## src/rtl/nbr_pkg.sv

```systemverilog
package nbr_pkg;
    localparam int DQ_W = 16;

    typedef logic [2:0] lat_t;
    localparam lat_t LAT_RST = 3'd4;
    localparam lat_t LAT_MIN = 3'd2;

    typedef struct packed {
        logic page;
        lat_t lat;
    } cfg_t;

    typedef enum logic [1:0] {S_IDLE, S_ADV, S_XFER} seq_st_e;

    // length code: 0 -> 4 words, 1 -> 8 words, otherwise 16 words
    function automatic logic [4:0] words_of(input logic [1:0] code);
        case (code)
            2'd0:    return 5'd4;
            2'd1:    return 5'd8;
            default: return 5'd16;
        endcase
    endfunction

    function automatic logic lat_ok(input lat_t l);
        return l >= LAT_MIN;
    endfunction
endpackage

```

## src/rtl/nbr_cfg.sv

```systemverilog
module nbr_cfg
    import nbr_pkg::*;
(
    input  logic clk,
    input  logic rst,
    input  logic wr,
    input  cfg_t wr_cfg,
    input  logic idle,
    output cfg_t cur,
    output logic pend
);
    cfg_t cur_q, pend_cfg;
    logic pend_q;

    always_ff @(posedge clk) begin
        if (rst) begin
            cur_q    <= '{page: 1'b1, lat: LAT_RST};
            pend_cfg <= '0;
            pend_q   <= 1'b0;
        end else if (wr && !idle) begin
            pend_q   <= 1'b1;
            pend_cfg <= wr_cfg;
        end else if (idle) begin
            if (wr) begin
                if (lat_ok(wr_cfg.lat)) cur_q <= wr_cfg;
                pend_q <= 1'b0;
            end else if (pend_q) begin
                if (lat_ok(pend_cfg.lat)) cur_q <= pend_cfg;
                pend_q <= 1'b0;
            end
        end
    end

    assign cur  = cur_q;
    assign pend = pend_q;

    // a reserved code written while idle leaves the setting alone
    p_rej_keeps_r3: assert property (@(posedge clk) disable iff (rst)
        (wr && idle && !lat_ok(wr_cfg.lat)) |=> $stable(cur_q));
    // nothing changes the setting while a read runs
    p_hold_busy_r4: assert property (@(posedge clk) disable iff (rst)
        !idle |=> $stable(cur_q));
endmodule

```

## src/rtl/nbr_seq.sv

```systemverilog
module nbr_seq
    import nbr_pkg::*;
#(
    parameter int PAGE_WAIT = 3
) (
    input  logic       clk,
    input  logic       rst,
    input  logic       start,
    input  cfg_t       cfg,
    input  logic [1:0] len,
    output logic       capture,
    output logic       idle,
    output logic       adv_n,
    output logic       ce_n
);
    localparam int CW = $clog2((PAGE_WAIT > 7 ? PAGE_WAIT : 7) + 1);
    localparam logic [CW-1:0] PW_M1 = CW'(PAGE_WAIT - 1);

    seq_st_e        st;
    logic [CW-1:0]  cnt;
    logic [4:0]     left;
    logic           page_q;
    lat_t           lat_q;

    always_ff @(posedge clk) begin
        if (rst) begin
            st     <= S_IDLE;
            cnt    <= '0;
            left   <= '0;
            page_q <= 1'b1;
            lat_q  <= LAT_RST;
        end else begin
            case (st)
                S_IDLE: if (start) begin
                    st     <= S_ADV;
                    left   <= words_of(len);
                    page_q <= cfg.page;
                    lat_q  <= cfg.lat;
                end
                S_ADV: begin
                    st  <= S_XFER;
                    cnt <= page_q ? PW_M1 : CW'(lat_q) - CW'(1);
                end
                S_XFER: begin
                    if (cnt == '0) begin
                        left <= left - 5'd1;
                        cnt  <= page_q ? PW_M1 : '0;
                        if (left == 5'd1) st <= S_IDLE;
                    end else begin
                        cnt <= cnt - CW'(1);
                    end
                end
                default: st <= S_IDLE;
            endcase
        end
    end

    assign capture = (st == S_XFER) && (cnt == '0);
    assign idle    = (st == S_IDLE);
    assign adv_n   = (st != S_ADV);
    assign ce_n    = (st == S_IDLE);

    // the strobe lasts one cycle and only with the chip enabled
    p_adv_single_r5: assert property (@(posedge clk) disable iff (rst)
        !adv_n |=> adv_n);
    p_adv_ce_r5: assert property (@(posedge clk) disable iff (rst)
        !adv_n |-> !ce_n);
    // a word is taken only while the chip is enabled
    p_cap_enabled_r8: assert property (@(posedge clk) disable iff (rst)
        capture |-> !ce_n);
endmodule

```

## src/rtl/nbr_addr.sv

```systemverilog
module nbr_addr #(
    parameter int AW = 20
) (
    input  logic          clk,
    input  logic          rst,
    input  logic          load,
    input  logic [AW-1:0] base,
    input  logic          inc,
    output logic [AW-1:0] addr
);
    always_ff @(posedge clk) begin
        if (rst)       addr <= '0;
        else if (load) addr <= base;
        else if (inc)  addr <= addr + AW'(1);
    end

    // one step per captured word
    p_addr_step_r9: assert property (@(posedge clk) disable iff (rst)
        (inc && !load) |=> addr == $past(addr) + AW'(1));
endmodule

```

## src/rtl/nbr_read_ctrl.sv

```systemverilog
module nbr_read_ctrl
    import nbr_pkg::*;
#(
    parameter int AW        = 20,
    parameter int PAGE_WAIT = 3
) (
    input  logic            clk,
    input  logic            rst,
    input  logic            cfg_wr,
    input  logic            cfg_page,
    input  logic [2:0]      cfg_lat,
    output logic            cfg_page_o,
    output logic [2:0]      cfg_lat_o,
    input  logic            rd_req,
    input  logic [AW-1:0]   rd_addr,
    input  logic [1:0]      rd_len,
    output logic            rd_busy,
    output logic [AW-1:0]   mem_addr,
    output logic            mem_adv_n,
    output logic            mem_ce_n,
    input  logic [DQ_W-1:0] mem_dq,
    output logic            rdata_vld,
    output logic [DQ_W-1:0] rdata
);
    cfg_t cur, wr_cfg;
    logic idle, pend, start, capture;

    assign wr_cfg = '{page: cfg_page, lat: cfg_lat};
    assign start  = rd_req && idle && !pend;

    nbr_cfg u_cfg (
        .clk(clk), .rst(rst), .wr(cfg_wr), .wr_cfg(wr_cfg),
        .idle(idle), .cur(cur), .pend(pend)
    );

    nbr_seq #(.PAGE_WAIT(PAGE_WAIT)) u_seq (
        .clk(clk), .rst(rst), .start(start), .cfg(cur), .len(rd_len),
        .capture(capture), .idle(idle), .adv_n(mem_adv_n), .ce_n(mem_ce_n)
    );

    nbr_addr #(.AW(AW)) u_addr (
        .clk(clk), .rst(rst), .load(start), .base(rd_addr),
        .inc(capture), .addr(mem_addr)
    );

    always_ff @(posedge clk) begin
        if (rst) begin
            rdata_vld <= 1'b0;
            rdata     <= '0;
        end else begin
            rdata_vld <= capture;
            if (capture) rdata <= mem_dq;
        end
    end

    assign cfg_page_o = cur.page;
    assign cfg_lat_o  = cur.lat;
    assign rd_busy    = !idle || pend;

    // valid follows every capture
    p_vld_after_cap_r6: assert property (@(posedge clk) disable iff (rst)
        capture |=> rdata_vld);
    // no new strobe while already busy
    p_no_restart_r10: assert property (@(posedge clk) disable iff (rst)
        !mem_ce_n |=> (mem_adv_n || $past(mem_adv_n)));
endmodule

```

## config.mk

```make
export PLATFORM = sky130hd
export DESIGN_NAME = nbr_read_ctrl
export DESIGN_NICKNAME = d
export VERILOG_FILES = /design/src/rtl/nbr_pkg.sv /design/src/rtl/nbr_cfg.sv /design/src/rtl/nbr_seq.sv /design/src/rtl/nbr_addr.sv /design/src/rtl/nbr_read_ctrl.sv
export SDC_FILE = /design/constraint.sdc
export NUM_CORES = 1
export LEC_CHECK = 0
export ABC_AREA = 1
export BUFFER_PORTS_ARGS = -buffer_cell sky130_fd_sc_hd__buf_2
export CAP_MARGIN = 10
export CORE_UTILIZATION = 47
export DETAILED_ROUTE_END_ITERATION = 8
export HOLD_SLACK_MARGIN = 0.02
export PLACE_DENSITY = 0.73
export SLEW_MARGIN = 20
export SYNTH_ARGS = -nofsm -noshare
export SYNTH_HDL_FRONTEND = slang
export SYNTH_SLANG_ARGS = --single-unit
```

## constraint.sdc

```tcl
create_clock -name clk -period 1.5 [get_ports clk]
set_input_delay 0.3 -clock clk [delete_from_list [all_inputs] [get_ports clk]]
set_output_delay 0.3 -clock clk [all_outputs]
set_load 0.01 [all_outputs]
```

==> After elaboration in Yosys (flattened, before gate mapping) <==
Index checks and enable logic that the tools add are counted.
{ "totals": {"wordCells": 69, "register_bits": 60} }
{ "op_classes": {"add_sub_neg": 4, "eq_ne": 9, "bitwise": 1, "n_mux": 20, "n_lt_le_gt_ge": 2, "reduce_logical": 20} }
{ "ops": {"columns": ["op", "count"], "rows": [
  ["$mux W20", 2],
  ["$add A20 B1 Y20 const B", 1],
  ["$pmux W5 S2", 2],
  ["$mux W4", 4],
  ["$reduce_bool A2 Y1", 6],
  ["$mux W5", 2],
  ["$mux W2", 4],
  ["$ne A2 B1 Y1 const B", 4],
  ["$ge A3 B2 Y1 const B", 2],
  ["$mux W3", 2],
  ["$pmux W2 S3", 1],
  ["$pmux W3 S2", 1],
  ["$reduce_and A3 Y1", 2],
  ["$sub A3 B1 Y3 const B", 2],
  ["$eq A5 B1 Y1 const B", 1],
  ["$reduce_and A5 Y1", 1],
  ["$sub A5 B1 Y5 const B", 1],
  ["$eq A2 B1 Y1 const B", 2],
  ["$logic_and A1 B1 Y1", 4],
  ["$logic_not A2 Y1", 2],
  ["$logic_not A3 Y1", 1],
  ["$eq A2 B2 Y1 const B", 1],
  ["$logic_not A1 Y1", 2],
  ["$mux W1", 2],
  ["4 further kinds", 4]
]} }

==> Longest topological paths before layout <==
Gate-level depths: netlist (run 1).
{ "logic_depth": {"ltp_word": 5, "depth_mapped": 11} }

==> Cells and area by module <==
From an unflattened synthesis (run 1), not the netlist that was laid out.
{ "unflattened": {"hier_cells": 501, "hier_area_um2": 3434.5} }
{ "modules_own_cells": {"columns": ["mod", "seq_area_each_um2", "instances", "area_each_um2", "cells_each"], "rows": [
  ["nbr_addr", 400.4, 1, 1270.0, 196],
  ["nbr_seq", 280.3, 1, 935.9, 137],
  ["nbr_read_ctrl", 340.3, 1, 782.0, 109],
  ["nbr_cfg", 180.2, 1, 446.7, 59]
]} }

==> Worst setup path before layout (run 1) <==
No wires, ideal clock.
{ "synth_path": {"kind": "register to register", "startpoint": "register u_seq.st[0]", "endpoint": "register u_addr.addr[5]", "setup_slack_ns": -0.080, "t_arrival_ns": 1.458, "period_less_slack_ns": 1.580, "path_stages_with_launch": 10, "n_path_buf": 3, "setup_ns": 0.122, "cell_sequence": "dfxtp_1 > inv_1 > ha_1 > buf_6 > nand3_4 > buf_6 > buf_2 > nand2_1 > o221ai_1 > nor2_1"} }
{ "synth_between": {"elab_chain_len": 4, "word_cells_on_any_way": 7} }
{ "synth_lines": {"columns": ["element", "line_no", "source"], "rows": [
  ["start, declared", "nbr_seq.sv:19", "seq_st_e st;"],
  ["start signal, assigned", "nbr_seq.sv:27", "st <= S_IDLE;"],
  ["start signal, assigned", "nbr_seq.sv:35", "st <= S_ADV;"],
  ["start signal, assigned", "nbr_seq.sv:41", "st <= S_XFER;"],
  ["$logic_not A2 Y1 (*)", null, null],
  ["net mem_ce_n", "nbr_read_ctrl.sv:20", "output logic mem_ce_n,"],
  ["$logic_and A1 B1 Y1 (*) (2 in a row)", "nbr_read_ctrl.sv:29", "assign start = rd_req && idle && !pend;"],
  ["$mux W20 / $reduce_bool A2 Y1 (equally long branches)", null, null],
  ["end signal, assigned", "nbr_addr.sv:13", "else if (load) addr <= base;"],
  ["end signal, assigned", "nbr_addr.sv:14", "else if (inc) addr <= addr + AW'(1);"],
  ["end, declared", "nbr_addr.sv:9", "output logic [AW-1:0] addr"]
]} }
The timed path passes the listed nets; every way through them passes the cells marked *.
A chain may end at the register's enable or synchronous reset.

==> Final worst setup path (run 1) <==
{ "layout_path": {"startpoint": "register u_seq.st[0]", "endpoint": "register u_addr.addr[5]"} }
{ "layout_between": {"elab_chain_len": 4, "word_cells_on_any_way": 7} }
{ "layout_lines": {"columns": ["element", "line_no", "source"], "rows": [
  ["$logic_not A2 Y1", "nbr_seq.sv:59", "assign idle = (st == S_IDLE);"],
  ["$logic_and A1 B1 Y1 (2 in a row)", "nbr_read_ctrl.sv:29", null],
  ["$mux W20 / $reduce_bool A2 Y1 (equally long branches)", null, null]
]} }
Several ways; a longest one is shown, not always the timed one.

==> results of run 1 <==
[power breakdown]
part	total [µW]	internal, µW	switching, µW
Sequential	2490	2100	395
Combinational	4960	2270	2700
Clock	1670	1010	652
Total	9120	5380	3740
[critical path, stage by stage (launching register included)]
cell      delay, ps
dfxtp_2         330
inv_2            50
buf_12          120
ha_4            170
nand3_4          90
buf_6           140
buf_6           170
nand2_1         130
o221ai_1        220
nor2_1           70
[final timing paths]
path,startpoint,to,slack (ps),cells after the start
worst max register to register,u_seq.st[0]$_SDFFE_PP0P_,u_addr.addr[5]$_SDFFE_PP0P_,-120,9
worst min-delay path,mem_dq[15],rdata[15]$_SDFFE_PP0P_,180,3
worst min register to register,u_cfg.pend_cfg[0]$_SDFFE_PP0P_,u_cfg.pend_cfg[0]$_SDFFE_PP0P_,450,2
worst max-delay path,u_seq.st[0]$_SDFFE_PP0P_,u_addr.addr[5]$_SDFFE_PP0P_,-120,9
[per-stage QoR]
step	cells	TNS, ps	utilization, %	total power, µW
finish	679	-504.7	71.77	9121
global route	679	-2901	71.77	9735
CTS	661	-1337	64.41	8033
detailed placement	645	-597.7	60.43	6224
global placement	645	-23.82	60.43	6113
floorplan	465	0	-	4934
[cell type report]
type / count / area [µm²] / area share [%]
Clock buffer: 11 / 151.4 / 3.284
Clock inverter: 4 / 72.57 / 1.574
Sequential cell: 60 / 1215 / 26.36
Inverter: 54 / 222.7 / 4.832
Timing Repair inverter: 1 / 11.26 / 0.2443
Timing Repair Buffer: 141 / 958.4 / 20.79
Multi-Input combinational cell: 331 / 1882 / 40.83
Tap cell: 77 / 96.34 / 2.090
[cell usage after synthesis, types with 5 or more instances]
cell type  instances
nand3_1           25
inv_1             50
clkbuf_1           7
a21oi_1           27
buf_2              9
nand2_1           94
o211ai_1           6
a31oi_1            6
o21ai_0           54
ha_1              10
nand4_1            5
dfxtp_1           60
nor2_2             5
nor2_1            70
[sequential cells by signal, summed over array words and instances, names as in the netlist]
name            cells
u_cfg.pend          1
u_seq.cnt           3
u_cfg.cur           4
rdata_vld           1
u_seq.left          5
u_seq.page_q        1
u_seq.lat_q         3
rdata              16
u_cfg.pend_cfg      4
u_addr.addr        20
u_seq.st            2
[repair_timing]
item | 4_1_cts | 5_1_grt
hold buffers | 0 | 0
gates cloned | 0 | 2
pin swaps | 1 | 21
resized for setup | 9 | 98
setup endpoints to repair | 25 | 40
buffers inserted | 1 | 16
[cell families after synthesis]
group | share of synthesized area [%]
buffers and inverters | 10.09
AND/OR/NAND/NOR | 28.93
flip-flops | 37.99
XOR/XNOR | 0.5541
AO/OA/AOI/OAI | 18.48
adder cells (fa/ha/maj) | 3.957
[per-layer routing]
metal / GRT usage, % / part of all wire, % / routed length, µm
met3: 6.825 / 7.8 / 740
met2: 39.79 / 47 / 4474
met1: 32.23 / 43 / 4105
met5: 0 / 0 / 0
met4: 8.150 / 1.7 / 166
[cells in the final DEF, fill, tap and decap left out, drive strengths merged, types with 2 or more instances in the layout]
cell type / instances
buf: 140
nand2: 98
nor2: 77
dfxtp: 60
o21ai: 56
inv: 54
a21oi: 29
nand3: 26
clkbuf: 12
ha: 10
o211ai: 6
a31oi: 6
nand4: 5
nor3: 4
xnor2: 2
o22ai: 2
bufinv: 2
clkinv: 2
a211oi: 2
==> qor.txt, run 1 <==
post-layout min period: 1616 ps
initial DRC count: 309
io pins: 90
crit end category: flop
clock skew: 5.107 ps
# H-tree levels: 3
sequential area share after synthesis: 37.99%
Max IR drop VDD: 1.066 mV
failing checks: design-rule violations, negative setup slack
initial antenna violation count: 0
total CTS buffers: 9
Final Hold Viols: 0
deepest clock path buffer count: 2
number of global-route vias before repair: 3,149
min-delay worst type: primary input to flop
Final Setup Violations: 17
RSZ-0062 raised after global routing: yes
routed vias/inst: 5.306
Clock Latency Late Sink: 340 ps
fin area: 4609 µm²
layout cell share with drive strength beyond 1: 38.70%
ys async rst share: 0%
post-synthesis cell count: 465
leakage power total: 0.002165 µW
core region area: 6422 µm²
global-route usage over all layers: 24.83%
final wirelength: 9487 µm
Area Growth Syn to Fin: 45.79%
Fill cells: 501
Achievable Freq: 0.6189 GHz
Power Dens Cells: 1979 nW/µm²
port bufs: 89
Max Cap Violations: 0
post-route ant nets: 0
Pre-antenna DRT Iters: 7
number of synthesized flops with an enable pin: 0
Die Span Y: 84.02 µm
Final HPWL DP: 5934 µm
fin nets: 654
hold slack: 179.6 ps
max_slew headroom: 74.59%
count of pins over their slew limit: 0
mapped cell area: 3162 µm²
post-route setup slack: -115.6 ps
GP Congestion: 0.8529
Die Wd: 84.02 µm
Setup crit start kind: flop
number of distinct library cells after synthesis: 35
pre-CTS setup slack: -67.66 ps
global-route wire length before repair: 14,130 µm
Remaining DRCs: 6
synth warn: 0
Synth top area share: 37.99%
largest net degree at the start of global routing: 25
DIE AREA: 7059 µm²
area post-placement: 3881 µm²
Starting Density: 49.23%
WL per Instance: 13.97 µm
Synth Net Count: 521
TritonCTS clock tree: yes
CTS sink cnt: 60
fin crit share: 107.7%
grt ovf: 0
n_diodes: 0
CP required: 1720 ps
Clock transition at path regs: 70 ps
main flop type after synthesis: dfxtp_1
worst slew pin tran: 380.8 ps
Root Buffer: clkbuf_8
CP Class: flop to flop
Seq cells post-synth: 60
Arr. time, crit path: 1830 ps
ranking of synthesized cells by area: dfxtp_1 (38%), nand2_1 (11%), o21ai_0 (8.5%), nor2_1 (8.3%), inv_1 (5.9%)
area leader, netlist: dfxtp_1
outcome: finished with violations
via count: 3,603
Mapped Avg Cell Area: 6.800 µm²
Max Fanout on Critical Path: 14
row cnt: 29
Note: power is estimated with default switching activity, not from simulation.
==> inputs of run 2 (changes only) <==
- CORE_UTILIZATION: 47 -> 48
- PLACE_DENSITY: 0.73 -> 0.74
- SYNTH_HIERARCHICAL: default -> 1
==> run 2 against run 1 <==
The flow finishes with violations (negative setup slack). Core utilization shrank 5.4 points. Non-clock buffer count fell by 22. Count of clock-buffer cells in the layout rose by 3. Critical path depth is 2 higher. Wire length shrank 13%. First-iteration DRC count fell by 50%. Synthesized area is 8.6% higher. Die area rose by 6.2%. Hold slack better by 47 ps. Via count down 3.1%.
==> qor.txt, run 2 <==
outcome: finished with violations
failing checks: negative setup slack
Die Span Y: 86.59 µm
post-layout min period: 1567 ps
Root Buffer: clkbuf_8
post-synthesis cell count: 501
Power Dens Cells: 1785 nW/µm²
complex-gate fraction of the synthesized area: 11.73%
hold_buf cts: 0
Largest Register: u_addr/addr
met3 WL post-DR: 309 µm
worst path cell trace: inv_2 > ha_4 > inv_2 > nor2_1 > nand2_1 > inv_4 > nand2_4 > buf_6 > nor2_4 > o22ai_2 > a31oi_1
Clock Latency Late Sink: 330 ps
most frequent cells in the layout: nand2_1 (117), buf_2 (89), inv_1 (62), nor2_1 (59), dfxtp_1 (51)
layout cell share with drive strength beyond 1: 35.48%
Max IR drop VDD: 1.102 mV
post-route ant nets: 0
WL met1: 3698 µm
n_diodes: 0
initial DRC count: 153
max FFs per register: 20
ranking of synthesized cells by area: dfxtp_1 (35%), nand2_1 (13%), inv_1 (7.4%), nor2_1 (7.0%), ha_1 (4.0%)
fin crit share: 104.5%
number of synthesized flops with an enable pin: 0
combinational family with the most area after synthesis: simple AND/OR/NAND/NOR gates
row cnt: 30
initial antenna violation count: 0
Synth Net Count: 558
main flop type after synthesis: dfxtp_1
synth warn: 6
deepest clock path buffer count: 2
core region area: 6869 µm²
Setup crit start kind: flop
total CTS buffers: 9
Pre-antenna DRT Iters: 4
Final HPWL DP: 5849 µm
RSZ-0062 raised after global routing: yes
Achievable Freq: 0.6380 GHz
Max Fanout on Critical Path: 5
most common cell after layout, fill and taps aside: nand2_1
worst slew pin tran: 313.5 ps
largest net degree at the start of global routing: 19
area leader, netlist: dfxtp_1
Worst path slowest cell: dfxtp_2
CP most frequent cell: inv_2
Max Cap Violations: 0
DIE AREA: 7498 µm²
Area Growth Syn to Fin: 32.71%
ys async rst share: 0%
hold slack: 226.2 ps
clock skew: 5.533 ps
grt ovf: 0
leakage power total: 0.002238 µW
Synth top area share: 34.97%
number of global-route vias before repair: 3,111
slowest stage delay, CP: 320 ps
mux cell area share after synthesis: 0%
Final Hold Viols: 0
global-route wire length before repair: 13,310 µm
Layout Utilization: 66.36%
Final Setup Violations: 2
max_slew headroom: 79.07%
Die Wd: 86.59 µm
most common cell in the netlist: nand2_1
# H-tree levels: 3
Remaining DRCs: 0
adder-cell share of the synthesized area: 4.007%
Seq cells post-synth: 60
number of distinct library cells after synthesis: 35
CTS sink cnt: 60
CP Class: flop to flop
metal2 WL: 4094 µm
Mapped Avg Cell Area: 6.855 µm²
global-route usage over all layers: 22.18%
via count: 3,491
Starting Density: 50.00%
final wirelength: 8270 µm
TritonCTS clock tree: yes
routed vias/inst: 4.876
crit end category: flop
count of pins over their slew limit: 0
WL per Instance: 11.55 µm
GP Congestion: 0.8270
CP required: 1750 ps
sequential area share after synthesis: 34.97%
post-synthesis simple-gate area fraction: 35.63%
mapped cell area: 3435 µm²
fin nets: 673
biggest regs: u_addr/addr (20), rdata (16), u_seq/left (5)
Clock transition at path regs: 60 ps
post-route setup slack: -67.37 ps
Synth top cells by count: nand2_1 (121), inv_1 (68), nor2_1 (64)
port bufs: 89
Arr. time, crit path: 1810 ps
io pins: 90
post-synthesis xor/xnor area fraction: 1.530%
min-delay worst type: primary input to flop
Top Metal Used: met4
## run 2: cell types whose count changed in the layout (fill, tap and decap cells not counted), sizes merged, moves of 3 or more
cell	change
nand2	+40
o21ai	-37
buf	-22
inv	+22
a22oi	+11
nor2	+7
o211ai	-5
nand4	+4
xor2	+4
clkbuf	+3
## run 2: where the power goes
| group | switching, µW | internal [µW] | leakage, µW |
|---|---|---|---|
| sequential | 370 | 2080 | 0.000495 |
| combinational | 2380 | 1960 | 0.00164 |
| clock | 585 | 770 | 0.0000986 |
| total | 3330 | 4810 | 0.00224 |
## run 2: area by class of cell
type                       instances  area (µm²)
multi-input combinational        349        1963
timing repair buffer             119       773.2
clock inverter                     1       5.005
clock buffer                      14       182.7
sequential                        60        1215
inverter                          77       299.0
tap                               96       120.1
fill                             578        2311
## run 2: path summary, 6_finish.rpt
kind | from | end | slack, ps | depth (start not counted)
hold / removal | cfg_page | u_cfg/pend_cfg[3]$_SDFFE_PP0P_ | 230 | 3
setup / recovery | u_seq/cnt[1]$_SDFFE_PP0P_ | u_addr/addr[6]$_SDFFE_PP0P_ | -70 | 11
hold reg to reg | u_cfg/pend_cfg[0]$_SDFFE_PP0P_ | u_cfg/pend_cfg[0]$_SDFFE_PP0P_ | 460 | 2
setup reg to reg | u_seq/cnt[1]$_SDFFE_PP0P_ | u_addr/addr[6]$_SDFFE_PP0P_ | -70 | 11
## run 2: cells by family after synthesis
family / Yosys count
buffers and inverters: 92
XOR/XNOR: 6
adder cells (fa/ha/maj): 11
AO/OA/AOI/OAI: 69
flip-flops: 60
AND/OR/NAND/NOR: 263
## run 2: worst max-delay path, delay by kind of cell, from the launching register on
kind	cells	cell delay [ps]
AND/OR/NAND/NOR	4	410
buffers and inverters	4	360
flip-flops	1	320
AO/OA/AOI/OAI	2	250
adder cells (fa/ha/maj)	1	140
## run 2: timing repair
action	CTS	global route
gates resized for setup	4	33
pin swaps	1	11
buffers inserted	3	4
cloned	0	1
setup endpoints to repair	5	39
## run 2: stage by stage
step	area, µm²	TNS [ps]	setup slack (ps)	instances	total power (µW)
finish	4558	-69.86	-67.37	716	8136
global route	4558	-1198	-140.7	716	8793
CTS	4407	-7.241	-7.241	711	7841
detailed placement	4183	-32.71	-32.71	693	6369
global placement	4183	0	76.52	693	6296
floorplan	3538	-90.94	-29.77	501	5265
## run 2: routing by layer
metal,vias up,track usage [%]
met4,0,8.636
met1,1583,27.24
met3,17,3.333
li1,1803,-
met5,-,0
met2,88,39.03
